<file path="config.mk">
export PLATFORM = sky130hd
export DESIGN_NAME = tmr_oc_unit
export DESIGN_NICKNAME = d
export VERILOG_FILES = /design/src/rtl/oc_pkg.sv /design/src/rtl/oc_timebase.sv /design/src/rtl/oc_regs.sv /design/src/rtl/oc_match.sv /design/src/rtl/tmr_oc_unit.sv
export SDC_FILE = /design/constraint.sdc
export NUM_CORES = 1
export LEC_CHECK = 0
export BUFFER_PORTS_ARGS = -buffer_cell sky130_fd_sc_hd__buf_4
export CORE_MARGIN = 5
export CORE_UTILIZATION = 30
export CTS_CLUSTER_SIZE = 12
export DETAILED_ROUTE_END_ITERATION = 10
export PLACE_DENSITY = 0.47
export SLEW_MARGIN = 20
export SYNTH_ARGS = -nofsm -noshare
export SYNTH_HDL_FRONTEND = slang
export SYNTH_SLANG_ARGS = --single-unit
</file>
<file path="constraint.sdc">
create_clock -name clk -period 1.6 [get_ports clk]
set_input_delay 0.08 -clock clk [delete_from_list [all_inputs] [get_ports clk]]
set_output_delay 0.08 -clock clk [all_outputs]
set_load 0.005 [all_outputs]
</file>
<file path="src/rtl/oc_pkg.sv">
package oc_pkg;
  localparam int BUS_W = 8;

  typedef enum logic [1:0] {
    OC_A_CTRL = 2'd0,
    OC_A_STAT = 2'd1,
    OC_A_CMPH = 2'd2,
    OC_A_CMPL = 2'd3
  } oc_addr_e;

  localparam int CTRL_IE_BIT  = 0;
  localparam int CTRL_LVL_BIT = 1;
  localparam int STAT_FLG_BIT = 0;
endpackage

</file>
<file path="src/rtl/oc_timebase.sv">
module oc_timebase #(
  parameter int CNT_W     = 16,
  parameter int PRESC_DIV = 4
) (
  input  logic             clk,
  input  logic             rst,
  output logic [CNT_W-1:0] cnt,
  output logic             chk_stb
);
  localparam int PW = (PRESC_DIV > 1) ? $clog2(PRESC_DIV) : 1;
  localparam logic [CNT_W-1:0] CNT_ONE = CNT_W'(1);

  logic             tick;
  logic [CNT_W-1:0] cnt_q = '0;
  logic             stb_q = 1'b0;

  generate
    if (PRESC_DIV > 1) begin : g_div
      localparam logic [PW-1:0] LAST = PW'(PRESC_DIV - 1);
      logic [PW-1:0] presc_q;
      always_ff @(posedge clk) begin
        if (rst) presc_q <= '0;
        else if (presc_q == LAST) presc_q <= '0;
        else presc_q <= presc_q + PW'(1);
      end
      assign tick = (presc_q == LAST);
    end else begin : g_nodiv
      assign tick = 1'b1;
    end
  endgenerate

  always_ff @(posedge clk) begin
    if (rst) begin
      cnt_q <= '0;
      stb_q <= 1'b0;
    end else begin
      stb_q <= tick;
      if (tick) cnt_q <= cnt_q + CNT_ONE;
    end
  end

  assign cnt     = cnt_q;
  assign chk_stb = stb_q;


  cnt_step_chk: assert property (@(posedge clk) disable iff (rst)
    (!$past(rst) && cnt_q != $past(cnt_q)) |-> (cnt_q - $past(cnt_q) == CNT_ONE));
endmodule

</file>
<file path="src/rtl/oc_regs.sv">
module oc_regs
  import oc_pkg::*;
#(
  parameter int CNT_W = 16
) (
  input  logic             clk,
  input  logic             rst,
  input  logic [1:0]       addr,
  input  logic             wr,
  input  logic             rd,
  input  logic [BUS_W-1:0] wdata,
  input  logic             flag,
  output logic [BUS_W-1:0] rdata,
  output logic [CNT_W-1:0] cmp_val,
  output logic             cmp_en,
  output logic             ie,
  output logic             level,
  output logic             clr_flag
);
  localparam int HI_W = CNT_W - BUS_W;

  logic [CNT_W-1:0] cmp_q = '0;
  logic             en_q;
  logic             ie_q;
  logic             lvl_q;
  logic             arm_q;
  logic [BUS_W-1:0] rdata_q;

  logic ctrl_wr, hi_wr, lo_wr, stat_rd;
  assign ctrl_wr = wr && (addr == OC_A_CTRL);
  assign hi_wr   = wr && (addr == OC_A_CMPH);
  assign lo_wr   = wr && (addr == OC_A_CMPL);
  assign stat_rd = rd && (addr == OC_A_STAT);

  // compare bytes: untouched by reset
  always_ff @(posedge clk) begin
    if (hi_wr) cmp_q[CNT_W-1:BUS_W] <= wdata[HI_W-1:0];
    if (lo_wr) cmp_q[BUS_W-1:0]     <= wdata;
  end

  always_ff @(posedge clk) begin
    if (rst) begin
      en_q  <= 1'b1;
      ie_q  <= 1'b0;
      lvl_q <= 1'b0;
      arm_q <= 1'b0;
    end else begin
      if (hi_wr) en_q <= 1'b0;
      else if (lo_wr) en_q <= 1'b1;
      if (ctrl_wr) begin
        ie_q  <= wdata[CTRL_IE_BIT];
        lvl_q <= wdata[CTRL_LVL_BIT];
      end
      if (lo_wr) arm_q <= 1'b0;
      else if (stat_rd && flag) arm_q <= 1'b1;
    end
  end

  always_ff @(posedge clk) begin
    if (rst) rdata_q <= '0;
    else if (rd) begin
      rdata_q <= '0;
      case (oc_addr_e'(addr))
        OC_A_CTRL: begin
          rdata_q[CTRL_IE_BIT]  <= ie_q;
          rdata_q[CTRL_LVL_BIT] <= lvl_q;
        end
        OC_A_STAT: rdata_q[STAT_FLG_BIT] <= flag;
        OC_A_CMPH: rdata_q[HI_W-1:0] <= cmp_q[CNT_W-1:BUS_W];
        default:   rdata_q <= cmp_q[BUS_W-1:0];
      endcase
    end
  end

  assign rdata    = rdata_q;
  assign cmp_val  = cmp_q;
  assign cmp_en   = en_q;
  assign ie       = ie_q;
  assign level    = lvl_q;
  assign clr_flag = lo_wr && arm_q;


  hi_block_chk: assert property (@(posedge clk) disable iff (rst)
    hi_wr |=> !cmp_en);

  lo_resume_chk: assert property (@(posedge clk) disable iff (rst)
    lo_wr |=> cmp_en);

  arm_drop_chk: assert property (@(posedge clk) disable iff (rst)
    lo_wr |=> !arm_q);

  rst_state_chk: assert property (@(posedge clk) disable iff (rst)
    $past(rst) |-> (cmp_en && !ie && !level && !arm_q));
endmodule

</file>
<file path="src/rtl/oc_match.sv">
module oc_match #(
  parameter int CNT_W = 16
) (
  input  logic             clk,
  input  logic             rst,
  input  logic [CNT_W-1:0] cnt,
  input  logic             chk_stb,
  input  logic [CNT_W-1:0] cmp_val,
  input  logic             cmp_en,
  input  logic             level,
  input  logic             clr_flag,
  output logic             flag,
  output logic             pin
);
  logic flag_q = 1'b0;
  logic pin_q;
  logic hit;

  assign hit = chk_stb && cmp_en && (cnt == cmp_val);

  // flag survives reset; a match wins over a clear
  always_ff @(posedge clk) begin
    if (hit) flag_q <= 1'b1;
    else if (!rst && clr_flag) flag_q <= 1'b0;
  end

  always_ff @(posedge clk) begin
    if (rst) pin_q <= 1'b0;
    else if (hit) pin_q <= level;
  end

  assign flag = flag_q;
  assign pin  = pin_q;


  flag_hold_chk: assert property (@(posedge clk) disable iff (rst)
    (flag_q && !clr_flag) |=> flag_q);

  pin_load_chk: assert property (@(posedge clk) disable iff (rst)
    hit |=> (pin_q == $past(level)));

  pin_quiet_chk: assert property (@(posedge clk) disable iff (rst)
    !hit |=> $stable(pin_q));

  match_flag_chk: assert property (@(posedge clk) disable iff (rst)
    hit |=> flag_q);
endmodule

</file>
<file path="src/rtl/tmr_oc_unit.sv">
module tmr_oc_unit
  import oc_pkg::*;
#(
  parameter int CNT_W     = 16,
  parameter int PRESC_DIV = 4
) (
  input  logic             clk,
  input  logic             rst,
  input  logic [1:0]       bus_addr,
  input  logic             bus_wr,
  input  logic             bus_rd,
  input  logic [7:0]       bus_wdata,
  output logic [7:0]       bus_rdata,
  output logic             oc_pin,
  output logic             oc_irq,
  output logic [CNT_W-1:0] tmr_count
);
  logic [CNT_W-1:0] cnt, cmp_val;
  logic chk_stb, cmp_en, ie, level, clr_flag, flag;

  oc_timebase #(.CNT_W(CNT_W), .PRESC_DIV(PRESC_DIV)) u_tb (
    .clk(clk), .rst(rst), .cnt(cnt), .chk_stb(chk_stb));

  oc_regs #(.CNT_W(CNT_W)) u_regs (
    .clk(clk), .rst(rst), .addr(bus_addr), .wr(bus_wr), .rd(bus_rd),
    .wdata(bus_wdata), .flag(flag), .rdata(bus_rdata), .cmp_val(cmp_val),
    .cmp_en(cmp_en), .ie(ie), .level(level), .clr_flag(clr_flag));

  oc_match #(.CNT_W(CNT_W)) u_match (
    .clk(clk), .rst(rst), .cnt(cnt), .chk_stb(chk_stb), .cmp_val(cmp_val),
    .cmp_en(cmp_en), .level(level), .clr_flag(clr_flag), .flag(flag),
    .pin(oc_pin));

  assign oc_irq    = flag && ie;
  assign tmr_count = cnt;


  irq_gate_chk: assert property (@(posedge clk) disable iff (rst)
    oc_irq |-> (flag && ie));
endmodule

</file>
# == Word-level counts from Yosys, hierarchy flattened ==
# Index checks and enable logic that the tools add are counted.
# op_classes
eq_ne,5
n_mux,5
n_reduce_logical,16
add_sub_neg,2
# op_table
op,count
$add A16 B1 Y16 const B,1
$eq A16 B16 Y1,1
$pmux W6 S2,1
$logic_and A1 B1 Y1,10
$eq A2 B2 Y1 const B,3
$pmux W1 S3,2
$reduce_or A2 Y1,3
$add A2 B1 Y2 const B,1
$eq A2 B1 Y1 const B,1
$logic_not A2 Y1,1
$mux W1,2
$reduce_bool A2 Y1,1
$logic_not A1 Y1,1
# totals
in_bits,14
ff_bits,49
wordCells,40
out_inout_bits,26

# == Logic depth before layout (Yosys ltp) ==
# depth
depth_word,4
mapped_depth,7
depth_no_buf,6

# == Modules after synthesis ==
# Synthesis repeated with hierarchy kept, for this count alone.
# hier_totals
cells_unflattened,204
hier_area_um2,2177.1
# by_module_without_submodules
mod,seq_area_each_um2,instances,cells_each,area_per_inst_um2
oc_regs,720.7,1,79,1079.8
oc_timebase,380.4,1,91,829.5
oc_match,40.0,1,33,261.5
tmr_oc_unit,0.0,1,1,6.3

# == Worst setup path before layout ==
# OpenSTA, ideal clock, no wires.
# synth_path
path_type,flip-flop to flip-flop
start,register u_tb.g_div.presc_q[0]
end,"register u_tb.cnt_q[15], in the netlist u_tb.cnt[15]"
setup_ns,0.128
arrival_time_ns,1.411
required_ns,1.472
n_path_buf,1
setup_slack_ns,0.061
stages_incl_launch_ff,8
synth_period_minus_slack_ns,1.539
path_cell_list,dfxtp_1 > ha_1 > buf_2 > and4_1 > nand3_4 > nor4_4 > xnor2_1 > nor2_1
# synth_between
elab_chain_len,1
# synth_lines
element,line,text
from (decl),oc_timebase.sv:20,logic [PW-1:0] presc_q;
from (signal assigned),oc_timebase.sv:24,else presc_q <= presc_q + PW'(1);
$eq A2 B2 Y1,oc_timebase.sv:26,assign tick = (presc_q == LAST);
via u_tb.tick,oc_timebase.sv:13,logic tick;
to (signal assigned),oc_timebase.sv:38,if (tick) cnt_q <= cnt_q + CNT_ONE;
to (decl),oc_timebase.sv:14,logic [CNT_W-1:0] cnt_q = '0;
# The timed path passes the listed nets, and every way through them passes these cells.
# A chain may end at the register's enable or synchronous reset.

# == Worst setup path in the final report ==
# Ends and elaborated chain as after synthesis.

==> run summary <==
Yosys top cell by area = dfxtp_1
Met3 global-route usage = 2.72%
Max stage delay on crit path = 0.34 ns
Met1 Use GR = 16.2%
Vias per cell = 4.41
Setup WS post-layout = 0.145 ns
Area occupied by multi-input gates = 945 sq um
Reg power frac = 59.1%
Worst-path fanout max = 6
Critical Path Source = u_tb.g_div.presc_q[0]
Crit. End Element = flip-flop
Synth top cells by count = dfxtp_1 (33), nor2_1 (28), xor2_1 (23)
Post-synth EDFFs = 16
LEAKAGE = 1.13 nW
Yosys warnings = 0
Reg-to-Reg Start = u_tb.g_div.presc_q[0]
Endpoints failing setup = 0
R2r setup slk = 0.14 ns
RSZ-0062 raised after global routing = no
Sequential area share after synthesis = 53.8%
Fin. max-slew vios = 0
H-tree depth = 2
First-pass GRT wire length = 7830 um
DP HPWL = 3650 um
GP Congestion = 0.740
Setup TNS = 0 ns
Net Sw Frac = 22.2%
P per Cell Area = 834 nW/um^2
Final hold viol count = 0
Final #Nets = 269
Crit path kind = flip-flop to flip-flop
Core Area = 6830 sq um
Top cells by area, synth = dfxtp_1 (31%), edfxtp_1 (23%), xor2_1 (9.5%)
GR met2 Demand/Resource = 17.9%
Final ANT Viol Nets = 0
Initial antenna violation count = 0
Avg Inst Size Synth = 10.8 sq um
Post-CTS setup buffer count = 0
CTS tree = done
Top_reg_cell synth = dfxtp_1
Vias in the first global route = 1,527
Die Y = 94.1 um
CP Depth = 6
Pre-CTS setup slack = 0.0937 ns
Share of cells above drive strength 1 = 28.3%
Routed len/inst = 13.8 um
Pint = 1.80 mW
Starting density of the core = 31.0%
Syn-to-layout area delta = 30.4%
Final period utilization = 91.0%
Min Tclk post-route = 1.46 ns
Diodes inserted = 0
DR vias = 1,544
Routed Wire Length = 4840 um
Gr busiest metal = met2
Relative slew slack = 74.4%
Synth Instances = 196
Remaining DRCs = 0
WHS = 0.0692 ns
Gate power share = 8.8%
Sw Pwr = 0.511 mW
Num CTS Buffers = 5
Max Fclk = 0.687 GHz
Num Clock Sinks = 49
Arr. time, crit path = 1.64 ns
Share of Yosys cell area claimed by the top area cell type = 31.2%
Kind of start point of the critical path = flip-flop
Synthesis-stage register bit count = 49
Slowest cell on crit path = dfxtp_1
Worst-Margin Slew = 0.384 ns
Status = completed
Num rows = 30
Worst skew pair latency = 0.30 ns
Peak VDD IR = 0.385 mV
Buf/Inv on CP = 0
I/O Buffers = 39
I/O pin cnt = 40
Max-Cap Viols = 0
Reg2reg end = u_tb.cnt[15]
Grt total ovfl = 0
Register area = 1140 sq um
Worst-path clk slew = 0.09 ns
Die Area = 8850 sq um
Initial DRC count = 41
Clock Skew = 0.00593 ns
Cell Chain, Critical Path = ha_1, and4_1, nand3_4, nor4_4, xnor2_1, nor2_1
Yosys cell types = 35
Clk root buf = clkbuf_8
Critical Path RT = 1.78 ns
Clk pwr share = 32.0%
Syn_nets = 212
Most common cell in the netlist = dfxtp_1
Largest net degree at the start of global routing = 35
Destination of the critical timing path = u_tb.cnt[15]
Fill cells = 712
HP Class = primary input to flip-flop
Die width = 94.1 um
Delay-heaviest family, CP = simple AND/OR/NAND/NOR gates
Total Routing Usage GR = 11.7%
DRT Pass-1 Iters = 4
Post-synthesis async set-or-reset flop share = 0%
R2r worst-path depth = 6
Max Buffers Root-to-Sink = 2
Synth Cell Area = 2120 sq um
routing by layer:
metal | wire length [um] | share of wire [%]
met5 | 0 | 0
met4 | 66 | 1.4
met2 | 2140 | 44
met3 | 215 | 4.4
met1 | 2420 | 50
power groups by stage:
stage	sequential (mW)	clock (mW)	combinational [mW]
after CTS	1.36	0.767	0.209
final	1.36	0.739	0.204
after global placement	1.39	0	0.195
after detailed placement	1.39	0	0.192
after floorplan	1.39	0	0.106
after global routing	1.37	0.820	0.228
logic make-up (layout without fill, tap and decap cells):
| logic type | after synthesis | in the layout | synth area share (%) |
|---|---|---|---|
| compound gates | 19 | 19 | 4.90 |
| flops | 49 | 49 | 53.8 |
| buf+inv | 11 | 69 | 2.01 |
| xor+xnor | 29 | 29 | 12.0 |
| fa+ha+maj | 2 | 2 | 1.18 |
| mux | 11 | 11 | 6.19 |
| simple gates | 75 | 75 | 19.9 |
flip-flops by register name (all words and copies together), names as in the netlist:
register and flops:
u_regs.arm_q 1, u_regs.cmp_val 16, u_tb.cnt 16, u_regs.cmp_en 1
u_tb.chk_stb 1, u_regs.level 1, u_tb.g_div.presc_q 2, u_match.pin 1
u_regs.ie 1, u_match.flag 1, u_regs.rdata 8
per-stage QoR:
step	utilization, %	power (mW)	area [sq um]	std cells
4_1_cts	40.3	2.34	2760	350
3_5_place_dp	37.8	1.59	2580	334
2_1_floorplan	-	1.49	2120	196
3_3_place_gp	37.8	1.59	2580	334
6_report	40.5	2.31	2770	350
5_1_grt	40.5	2.42	2770	350
worst reg2reg max path, cell delays in order (launching register included):
cell	delay, ns
dfxtp_1	0.34
ha_1	0.16
and4_1	0.28
nand3_4	0.14
nor4_4	0.24
xnor2_1	0.14
nor2_1	0.05
cells in the final DEF (no fill, tap or decap):
cell type      count
buf_4             50
dfxtp_1           30
nor2_1            28
xor2_1            23
edfxtp_1          16
a21oi_1           10
nand2_1            8
nor2b_1            8
dlygate4sd3_1      8
mux2_2             7
xnor2_1            6
clkbuf_8           6
o21ai_0            5
nand4_1            5
nand3_1            4
and2_1             4
nor3_1             4
inv_1              3
mux2i_1            3
nor4_1             3
dfxtp_2            3
or3_1              2
ha_1               2
clkbuf_1           2
a22oi_1            1
a211oi_1           1
mux4_2             1
and4_4             1
nand4_4            1
and4_1             1
nand3_4            1
nand4b_1           1
nor4_4             1
nor3b_1            1
nand3b_1           1
o21ai_1            1
o41ai_2            1
nand2b_1           1
what timing repair did:
action,CTS,global route
gates resized for setup,0,5
setup endpoints to repair,0,4
endpoints found under the hold margin,16,0
hold buffers,8,0
how the worst min path moves through the flow:
stage	slack (ns)	startpoint	to	cells after the start
final	0.07	bus_rd	u_regs.rdata[1]	2
after CTS	0.06	bus_rd	u_regs.rdata[1]	2
after global placement	0.27	bus_wdata[3]	u_regs.cmp_val[3]	1
after global routing	0.07	bus_rd	u_regs.rdata[1]	2
after detailed placement	0.27	bus_wdata[3]	u_regs.cmp_val[3]	1
after floorplan	0.18	bus_wdata[0]	u_regs.cmp_val[0]	0
area by class of cell:
class	instances	share of cell area, %
Sequential cell	49	41.4
Multi-Input combinational cell	136	34.1
Timing Repair Buffer	58	16.5
Tap cell	96	4.34
Clock buffer	8	3.26
Inverter	3	0.407
Note: power is estimated with default switching activity, not from simulation.
